`config.mk`:
```
export PLATFORM = sky130hd
export DESIGN_NAME = pad_presence_detect
export DESIGN_NICKNAME = d
export VERILOG_FILES = /design/src/rtl/pdd_pkg.sv /design/src/rtl/pdd_timer.sv /design/src/rtl/pdd_state.sv /design/src/rtl/pdd_report.sv /design/src/rtl/pad_presence_detect.sv
export SDC_FILE = /design/constraint.sdc
export NUM_CORES = 1
export LEC_CHECK = 0
export ABC_AREA = 1
export BUFFER_PORTS_ARGS = -buffer_cell sky130_fd_sc_hd__buf_4
export CAP_MARGIN = 15
export CORE_MARGIN = 4
export CORE_UTILIZATION = 51
export CTS_CLUSTER_SIZE = 30
export DETAILED_ROUTE_END_ITERATION = 8
export GPL_TIMING_DRIVEN = 0
export HOLD_SLACK_MARGIN = 0.05
export PLACE_DENSITY = 0.75
export SYNTH_ARGS = -nofsm -noshare
export SYNTH_HDL_FRONTEND = slang
export SYNTH_SLANG_ARGS = --single-unit
```
`constraint.sdc`:
```
create_clock -name clk_i -period 1 [get_ports clk_i]
set_input_delay 0.1 -clock clk_i [delete_from_list [all_inputs] [get_ports clk_i]]
set_output_delay 0.1 -clock clk_i [all_outputs]
set_load 0.02 [all_outputs]
```
`src/rtl/pdd_pkg.sv`:
```
package pdd_pkg;
  typedef enum logic {
    LINK_ABSENT  = 1'b0,
    LINK_PRESENT = 1'b1
  } link_e;

  function automatic int cnt_width(input int limit);
    return (limit > 2) ? $clog2(limit) : 1;
  endfunction
endpackage

```
`src/rtl/pdd_timer.sv`:
```
module pdd_timer #(
  parameter int LIMIT = 500000
) (
  input  logic clk_i,
  input  logic rst_ni,
  input  logic run_i,
  input  logic tick_i,
  output logic due_o
);
  localparam int CW = pdd_pkg::cnt_width(LIMIT);
  localparam logic [CW-1:0] LAST = CW'(LIMIT - 1);

  logic [CW-1:0] cnt_q, cnt_d;
  logic          cnt_en;

  assign due_o = run_i && tick_i && (cnt_q == LAST);

  always_comb begin
    cnt_en = !run_i || tick_i;
    if (!run_i)             cnt_d = '0;
    else if (cnt_q == LAST) cnt_d = '0;
    else                    cnt_d = cnt_q + 1'b1;
  end

  always_ff @(posedge clk_i or negedge rst_ni) begin
    if (!rst_ni)     cnt_q <= '0;
    else if (cnt_en) cnt_q <= cnt_d;
  end

  // elapsed count stays inside the window
  a_r5_cnt_bound: assert property (@(posedge clk_i) disable iff (!rst_ni)
    cnt_q <= LAST);
  // a disarmed timer always restarts from zero
  a_r5_idle_zero: assert property (@(posedge clk_i) disable iff (!rst_ni)
    !run_i |=> cnt_q == '0);
endmodule

```
`src/rtl/pdd_state.sv`:
```
module pdd_state
  import pdd_pkg::*;
(
  input  logic clk_i,
  input  logic rst_ni,
  input  logic sample_i,
  input  logic data_idle_i,
  input  logic due_i,
  output logic run_o,
  output logic present_o,
  output logic attach_o,
  output logic detach_o,
  output logic detach_now_o
);
  link_e link_q, link_d;
  logic  arm_q, arm_d;
  logic  att_q, det_q;
  logic  agree, differ, flip;

  // idle low means occupied
  assign agree  = sample_i && (data_idle_i == (link_q == LINK_ABSENT));
  assign differ = sample_i && !agree;
  assign flip   = due_i && !agree;
  assign run_o  = arm_q;
  assign detach_now_o = flip && (link_q == LINK_PRESENT);

  always_comb begin
    link_d = link_q;
    arm_d  = arm_q;
    if (flip) begin
      link_d = (link_q == LINK_PRESENT) ? LINK_ABSENT : LINK_PRESENT;
      arm_d  = 1'b0;
    end else if (agree) begin
      arm_d  = 1'b0;
    end else if (differ) begin
      arm_d  = 1'b1;
    end
  end

  always_ff @(posedge clk_i or negedge rst_ni) begin
    if (!rst_ni) begin
      link_q <= LINK_ABSENT;
      arm_q  <= 1'b0;
      att_q  <= 1'b0;
      det_q  <= 1'b0;
    end else begin
      link_q <= link_d;
      arm_q  <= arm_d;
      att_q  <= flip && (link_q == LINK_ABSENT);
      det_q  <= flip && (link_q == LINK_PRESENT);
    end
  end

  assign present_o = (link_q == LINK_PRESENT);
  assign attach_o  = att_q;
  assign detach_o  = det_q;

  a_r6_rise_pulse: assert property (@(posedge clk_i) disable iff (!rst_ni)
    $rose(present_o) |-> attach_o);
  a_r6_fall_pulse: assert property (@(posedge clk_i) disable iff (!rst_ni)
    $fell(present_o) |-> detach_o);
  a_r6_exclusive: assert property (@(posedge clk_i) disable iff (!rst_ni)
    !(attach_o && detach_o));
  a_r5_agree_holds: assert property (@(posedge clk_i) disable iff (!rst_ni)
    agree |=> $stable(present_o));
  a_r2_no_change_unarmed: assert property (@(posedge clk_i) disable iff (!rst_ni)
    !arm_q |=> $stable(present_o));
endmodule

```
`src/rtl/pdd_report.sv`:
```
module pdd_report #(
  parameter int NBTN = 8
) (
  input  logic            clk_i,
  input  logic            rst_ni,
  input  logic            present_i,
  input  logic            detach_now_i,
  input  logic            poll_valid_i,
  input  logic [NBTN-1:0] poll_buttons_i,
  output logic [NBTN-1:0] buttons_o,
  output logic            valid_o
);
  logic [NBTN-1:0] btn_q, btn_d;
  logic            vld_q, vld_d, btn_en;

  always_comb begin
    btn_en = 1'b0;
    btn_d  = btn_q;
    vld_d  = 1'b0;
    if (detach_now_i) begin
      btn_en = 1'b1;
      btn_d  = '0;
      vld_d  = 1'b1;
    end else if (poll_valid_i && present_i) begin
      btn_en = 1'b1;
      btn_d  = poll_buttons_i;
      vld_d  = 1'b1;
    end
  end

  always_ff @(posedge clk_i or negedge rst_ni) begin
    if (!rst_ni) begin
      btn_q <= '0;
      vld_q <= 1'b0;
    end else begin
      vld_q <= vld_d;
      if (btn_en) btn_q <= btn_d;
    end
  end

  assign buttons_o = btn_q;
  assign valid_o   = vld_q;

  // cleared report follows every accepted detach
  a_r8_clear_report: assert property (@(posedge clk_i) disable iff (!rst_ni)
    detach_now_i |=> valid_o && (buttons_o == '0));
  // polls while absent leave no trace
  a_r9_drop_absent: assert property (@(posedge clk_i) disable iff (!rst_ni)
    !present_i && !detach_now_i |=> !valid_o && $stable(buttons_o));
  // accepted poll shows up one cycle later
  a_r7_load: assert property (@(posedge clk_i) disable iff (!rst_ni)
    present_i && poll_valid_i && !detach_now_i |=> valid_o && buttons_o == $past(poll_buttons_i));
endmodule

```
`src/rtl/pad_presence_detect.sv`:
```
module pad_presence_detect #(
  parameter int DEBOUNCE_TICKS = 500000,
  parameter int NBTN           = 8
) (
  input  logic            clk_i,
  input  logic            rst_ni,
  input  logic            tick_i,
  input  logic            sample_i,
  input  logic            data_idle_i,
  input  logic            poll_valid_i,
  input  logic [NBTN-1:0] poll_buttons_i,
  output logic            present_o,
  output logic            attach_o,
  output logic            detach_o,
  output logic [NBTN-1:0] buttons_o,
  output logic            buttons_valid_o
);
  logic [1:0] rst_sync_q;
  logic       rst_n;
  logic       run, due, detach_now;

  always_ff @(posedge clk_i or negedge rst_ni) begin
    if (!rst_ni) rst_sync_q <= 2'b00;
    else         rst_sync_q <= {rst_sync_q[0], 1'b1};
  end
  assign rst_n = rst_sync_q[1];

  pdd_timer #(.LIMIT(DEBOUNCE_TICKS)) timer_i (
    .clk_i  (clk_i),
    .rst_ni (rst_n),
    .run_i  (run),
    .tick_i (tick_i),
    .due_o  (due)
  );

  pdd_state state_i (
    .clk_i        (clk_i),
    .rst_ni       (rst_n),
    .sample_i     (sample_i),
    .data_idle_i  (data_idle_i),
    .due_i        (due),
    .run_o        (run),
    .present_o    (present_o),
    .attach_o     (attach_o),
    .detach_o     (detach_o),
    .detach_now_o (detach_now)
  );

  pdd_report #(.NBTN(NBTN)) report_i (
    .clk_i          (clk_i),
    .rst_ni         (rst_n),
    .present_i      (present_o),
    .detach_now_i   (detach_now),
    .poll_valid_i   (poll_valid_i),
    .poll_buttons_i (poll_buttons_i),
    .buttons_o      (buttons_o),
    .valid_o        (buttons_valid_o)
  );

  // gated word is zero whenever the port is empty
  a_r9_zero_absent: assert property (@(posedge clk_i) disable iff (!rst_n)
    !present_o |-> buttons_o == '0);
endmodule

```
### After elaboration in Yosys (flattened, before gate mapping)

Index checks and enable logic that the tools add are counted.

* flip-flop bits (word level): 34
* input port bits: 14
* output and inout bits: 12
* logic and storage cells: 36

* add/subtract/negate cells: 1
* equal/unequal tests: 2
* muxes and demuxes: 10
* bitwise gates (word level): 1
* reductions and logical operators: 14

Operators with widths (number)
* $mux W19: 2
* $add A19 B1 Y19 const B: 1
* $eq A19 B19 Y1 const B: 1
* $mux W8: 2
* $logic_and A1 B1 Y1: 8
* $mux W1: 6
* $reduce_bool A3 Y1: 1
* $logic_not A1 Y1: 2
* $reduce_and A2 Y1: 1
* $reduce_bool A2 Y1: 1
* $eq A1 B1 Y1: 1
* $logic_or A1 B1 Y1: 1
* $not A1 Y1: 1

### Longest topological paths before layout

* word-level depth: 8
* gate-level depth with buffers: 9
* mapped depth without buffers: 9

### Modules after synthesis

A second synthesis with hierarchy kept.

* cell total of the unflattened synthesis: 241
* area total of the unflattened synthesis: 1961.9 um2

Modules (own cells, without submodules)
* pdd_timer: times used 1, cells an instance 165, area each 1297.5 um2, sequential area each 475.5 um2
* pdd_report: times used 1, cells an instance 53, area each 439.2 um2, sequential area each 225.2 um2
* pdd_state: times used 1, cells an instance 20, area each 171.4 um2, sequential area each 100.1 um2
* pad_presence_detect: times used 1, cells an instance 3, area each 53.8 um2, sequential area each 50.0 um2

### Worst setup path after synthesis

No wires, ideal clock.

* path kind: register to register
* start: register timer_i.cnt_q[0]
* end: register timer_i.cnt_q[14]
* setup time: 0.123 ns
* data arrival time: 1.375 ns
* data required time: 0.877 ns
* slack: -0.498 ns
* cell stages (with the launch flop): 10
* path buffers: 1
* period minus slack after synthesis: 1.498 ns
* cells stage by stage: dfrtp_1 > ha_1 > nand3_4 > inv_2 > nand3_4 > nor2_8 > nor2_2 > buf_6 > nand3_1 > o21ai_1

* word-level cells in the longest chain between the ends: 3
* elaborated cells on any way between the ends: 4
* classes of those cells: 1 x add/sub; 1 x eq/ne; 2 x mux

Ends and longest elaborated chain
* start: declaration: line pdd_timer.sv:13 `logic [CW-1:0] cnt_q, cnt_d;`
* start signal: assignment: line pdd_timer.sv:27 `else if (cnt_en) cnt_q <= cnt_d;`
* $add A19 B1 Y19 or $eq A19 B19 Y1 (tied branches): line pdd_timer.sv:22, pdd_timer.sv:21
* $mux W19 (*): line pdd_timer.sv:21 `else if (cnt_q == LAST) cnt_d = '0;`
* $mux W19 (*): line pdd_timer.sv:20 `if (!run_i) cnt_d = '0;`

Mark *: on every way between the ends. The rest lies on a longest branch, timed or not.
A chain may end at the register's enable or synchronous reset.

### Worst setup path after layout

* start: register timer_i.cnt_q[7]
* end: register timer_i.cnt_q[7]

Same word-level chain as after synthesis.

==> out/results.tsv <==
stage	metric	value	unit
placed_design	port buffer count	25	
synthesis	Yosys cell types	31	
global_route	initial antenna violation count	0	
clock_network	Root Driver	clkbuf_4	
worst_setup_path	critical-path maximum fanout	6	
clock_network	Clock Latency Late Sink	0.35	ns
synthesis	syn_nets	229	
synthesis	syn_area_per_cell	8.57	sq um
clock_network	clock-pin slew on the worst setup and hold paths	0.11	ns
synthesis	Synth Register Bits	34	
final_layout	# nets final	300	
power	Pwr Density	1120	mW/mm^2
placed_design	placed instance area	0.00211	sq mm
power	Pleak	1.31	nW
final_layout	layout cells sized above 1	45.1	%
global_route	gr usage total	25.5	%
routing	Post-Route WL	5.65	mm
synthesis	synthesized area	0.00183	sq mm
clock_network	Longest Clk Path Bufs	2	
flow_run	MaxCap Viol Count	0	
die	# rows	21	
routing	DR pass1 iterations	4	
worst_setup_path	Arrival @ worst endpoint	1.84	ns
synthesis	sequential fraction of the synthesis area	46.4	%
final_layout	Inserted Diodes	0	
final_layout	final instance area	0.00276	sq mm
global_route	GR Overflow Total	0	
global_route	pin count of the biggest net entering global routing	33	
die	Core ar.	0.00342	sq mm
clock_network	TritonCTS Buffers	5	
die	DIE WIDTH	68.0	um
routing	Iteration-0 DRC Markers	132	
routing	vias after detailed routing	1832	
placed_design	post-DP HPWL	2.77	mm
power	maximum VDD drop	1080	uV
worst_setup_path	CP required	1.23	ns
timing	minimum clock period	1.61	ns
timing	RSZ-0062 raised after global routing	yes	
timing	Max Clock Freq	620	MHz
timing	Worst Tran Pin Value	0.706	ns
die	die height	68.0	um
global_route	vias in the first global route	1769	
worst_setup_path	CP Capture Type	flip-flop	
die	starting density of the core	53.7	%
timing	Hold Fails Final Rpt	0	
clock_network	CTS H-tree lvls	2	
die	die area	0.00462	sq mm
synthesis	Mapped Cells	214	
worst_setup_path	WS Path Type	flip-flop to flip-flop	
final_layout	Area Growth Syn to Fin	50.7	%
min_path	Hold Crit Class	input pin to flip-flop	
timing	Max Clock Skew	0.0123	ns
routing	Vias per Instance	5.52	
die	IO Count	26	
global_route	first-pass GRT wire length	8.51	mm
timing	Final Slew Violations	0	
routing	DRT antenna net count	0	
timing	period utilisation layout	161	%
timing	final setup fails	40	
timing	final worst slack	-0.614	ns
timing	Rel. slew slack	52.9	%
status	status	finished, violations left	
synthesis	Yosys warning total	0	
timing	post-route setup TNS	-17.08	ns
status	failing checks	setup timing	
placed_design	gp weighted congestion	0.880	
routing	DRC errors left	0	
routing	WL per Instance	17.0	um
clock_network	# clock sinks	34	
worst_setup_path	Startpoint Class	flip-flop	
clock_network	TritonCTS clock tree	built	
-- path summary, 6_finish.rpt --
check / to / cells past startpoint / from / slack (ns)
worst min register to register: report_i.buttons_o[0] / 0 / rst_sync_q[1] / 0.32
min in group asynchronous: report_i.buttons_o[0] / 0 / rst_sync_q[1] / 0.32
worst min-delay path: report_i.buttons_o[7] / 5 / poll_buttons_i[7] / 0.06
worst max-delay path: timer_i.cnt_q[7] / 9 / timer_i.cnt_q[7] / -0.61
max in group asynchronous: state_i.present_o / 0 / rst_sync_q[1] / 0.17
worst max register to register: timer_i.cnt_q[7] / 9 / timer_i.cnt_q[7] / -0.61
-- power breakdown --
part / switching, mW / internal [mW]
logic: 0.156 / 0.149
registers: 0.0452 / 1.40
clock network: 0.508 / 0.847
-- per-stage QoR --
| step | cells | setup slack (ns) | power, mW | util (%) | hold slack, ns |
|---|---|---|---|---|---|
| after floorplan | 214 | -0.410 | 1.56 | - | -0.196 |
| after global placement | 285 | -0.547 | 1.63 | 61.8 | -0.117 |
| after detailed placement | 285 | -0.560 | 1.64 | 61.8 | -0.116 |
| after CTS | 323 | -0.475 | 3.04 | 74.8 | 0.0199 |
| after global routing | 332 | -0.667 | 3.20 | 80.9 | 0.0665 |
| final | 332 | -0.614 | 3.10 | 80.9 | 0.0560 |
-- layout make-up --
class                   count  area [sq um]
plain buffers               3          27.5
multi-input cells         155          1070
clock buffers               6          51.3
fillers                   200           653
well taps                  46          57.6
repair buffers             62           546
clock inverters             2          60.1
flip-flops and latches     34           856
inverters                  24          90.1
-- placed cells by master (no fill, tap or decap), types with 6 or more instances in the layout --
cell,count
buf_4,37
buf_6,16
dfrtp_1,30
dlygate4sd3_1,11
inv_1,17
inv_2,7
nand2_1,47
nand2_2,9
nand3_1,16
nand3_2,14
nand4_1,6
nor2_1,6
nor2_2,6
o21ai_1,6
-- synth_stat cells --
cell	instances	share of area, %
xor2_1	5	2.4
nor2_4	2	1.2
inv_2	3	0.61
nand3_4	3	2.9
conb_1	1	0.20
nand2_2	3	1.0
nor3_1	6	1.6
o21ai_2	2	0.96
o21ai_0	8	2.2
buf_6	1	0.61
mux2i_1	1	0.55
o211ai_2	2	1.4
inv_1	21	4.3
nand3_2	4	2.2
dfrtp_1	34	46
o21ai_1	3	0.82
nand2_1	54	11
o22ai_1	4	1.4
xnor2_1	2	0.96
ha_1	1	0.68
nor2_1	10	2.0
a21oi_1	2	0.55
o21bai_1	1	0.41
nand4_4	1	1.2
nand4_1	6	2.0
buf_2	1	0.27
or2_2	1	0.34
nor2_8	1	1.1
nand3_1	26	7.1
clkbuf_1	1	0.20
nor2_2	4	1.4
-- repair_timing --
action,4_1_cts,5_1_grt
gates resized for setup,28,36
hold buffers,10,1
pin swaps,13,10
endpoints found under the setup margin,41,44
endpoints found under the hold margin,11,3
gates cloned,2,1
buffers inserted,18,7
-- metal layers --
| metal | global-route usage, % | wire (um) | vias up |
|---|---|---|---|
| met5 | 0 | 0 | - |
| met4 | 13.9 | 199 | 0 |
| met3 | 5.75 | 309 | 23 |
| met2 | 42.6 | 3030 | 64 |
| met1 | 30.1 | 2110 | 893 |
| li1 | - | - | 852 |
-- sequential cells by signal, indices dropped and copies added, names as in the netlist --
name	flops
report_i.valid_o	1
state_i.present_o	1
rst_sync_q	2
state_i.run_o	1
report_i.buttons_o	8
timer_i.cnt_q	19
state_i.attach_o	1
state_i.detach_o	1
-- kinds of logic after synthesis --
kind of cell	count (synthesis)	share of synthesized area, %
other cells	1	0.205
simple gates	121	35.2
buf+inv	27	6.01
flops	34	46.4
xor+xnor	7	3.34
compound gates	22	7.64
mux	1	0.546
fa+ha+maj	1	0.682
-- critical path: stages (launching register included) --
cell	delay, ns
dfrtp_1	0.42
inv_2	0.09
nand2_2	0.06
nor2_2	0.10
nand3_2	0.18
nor2_8	0.28
nor2_4	0.09
buf_6	0.15
nand2_2	0.05
o22ai_1	0.06
Power figures use the tool's default switching activity.
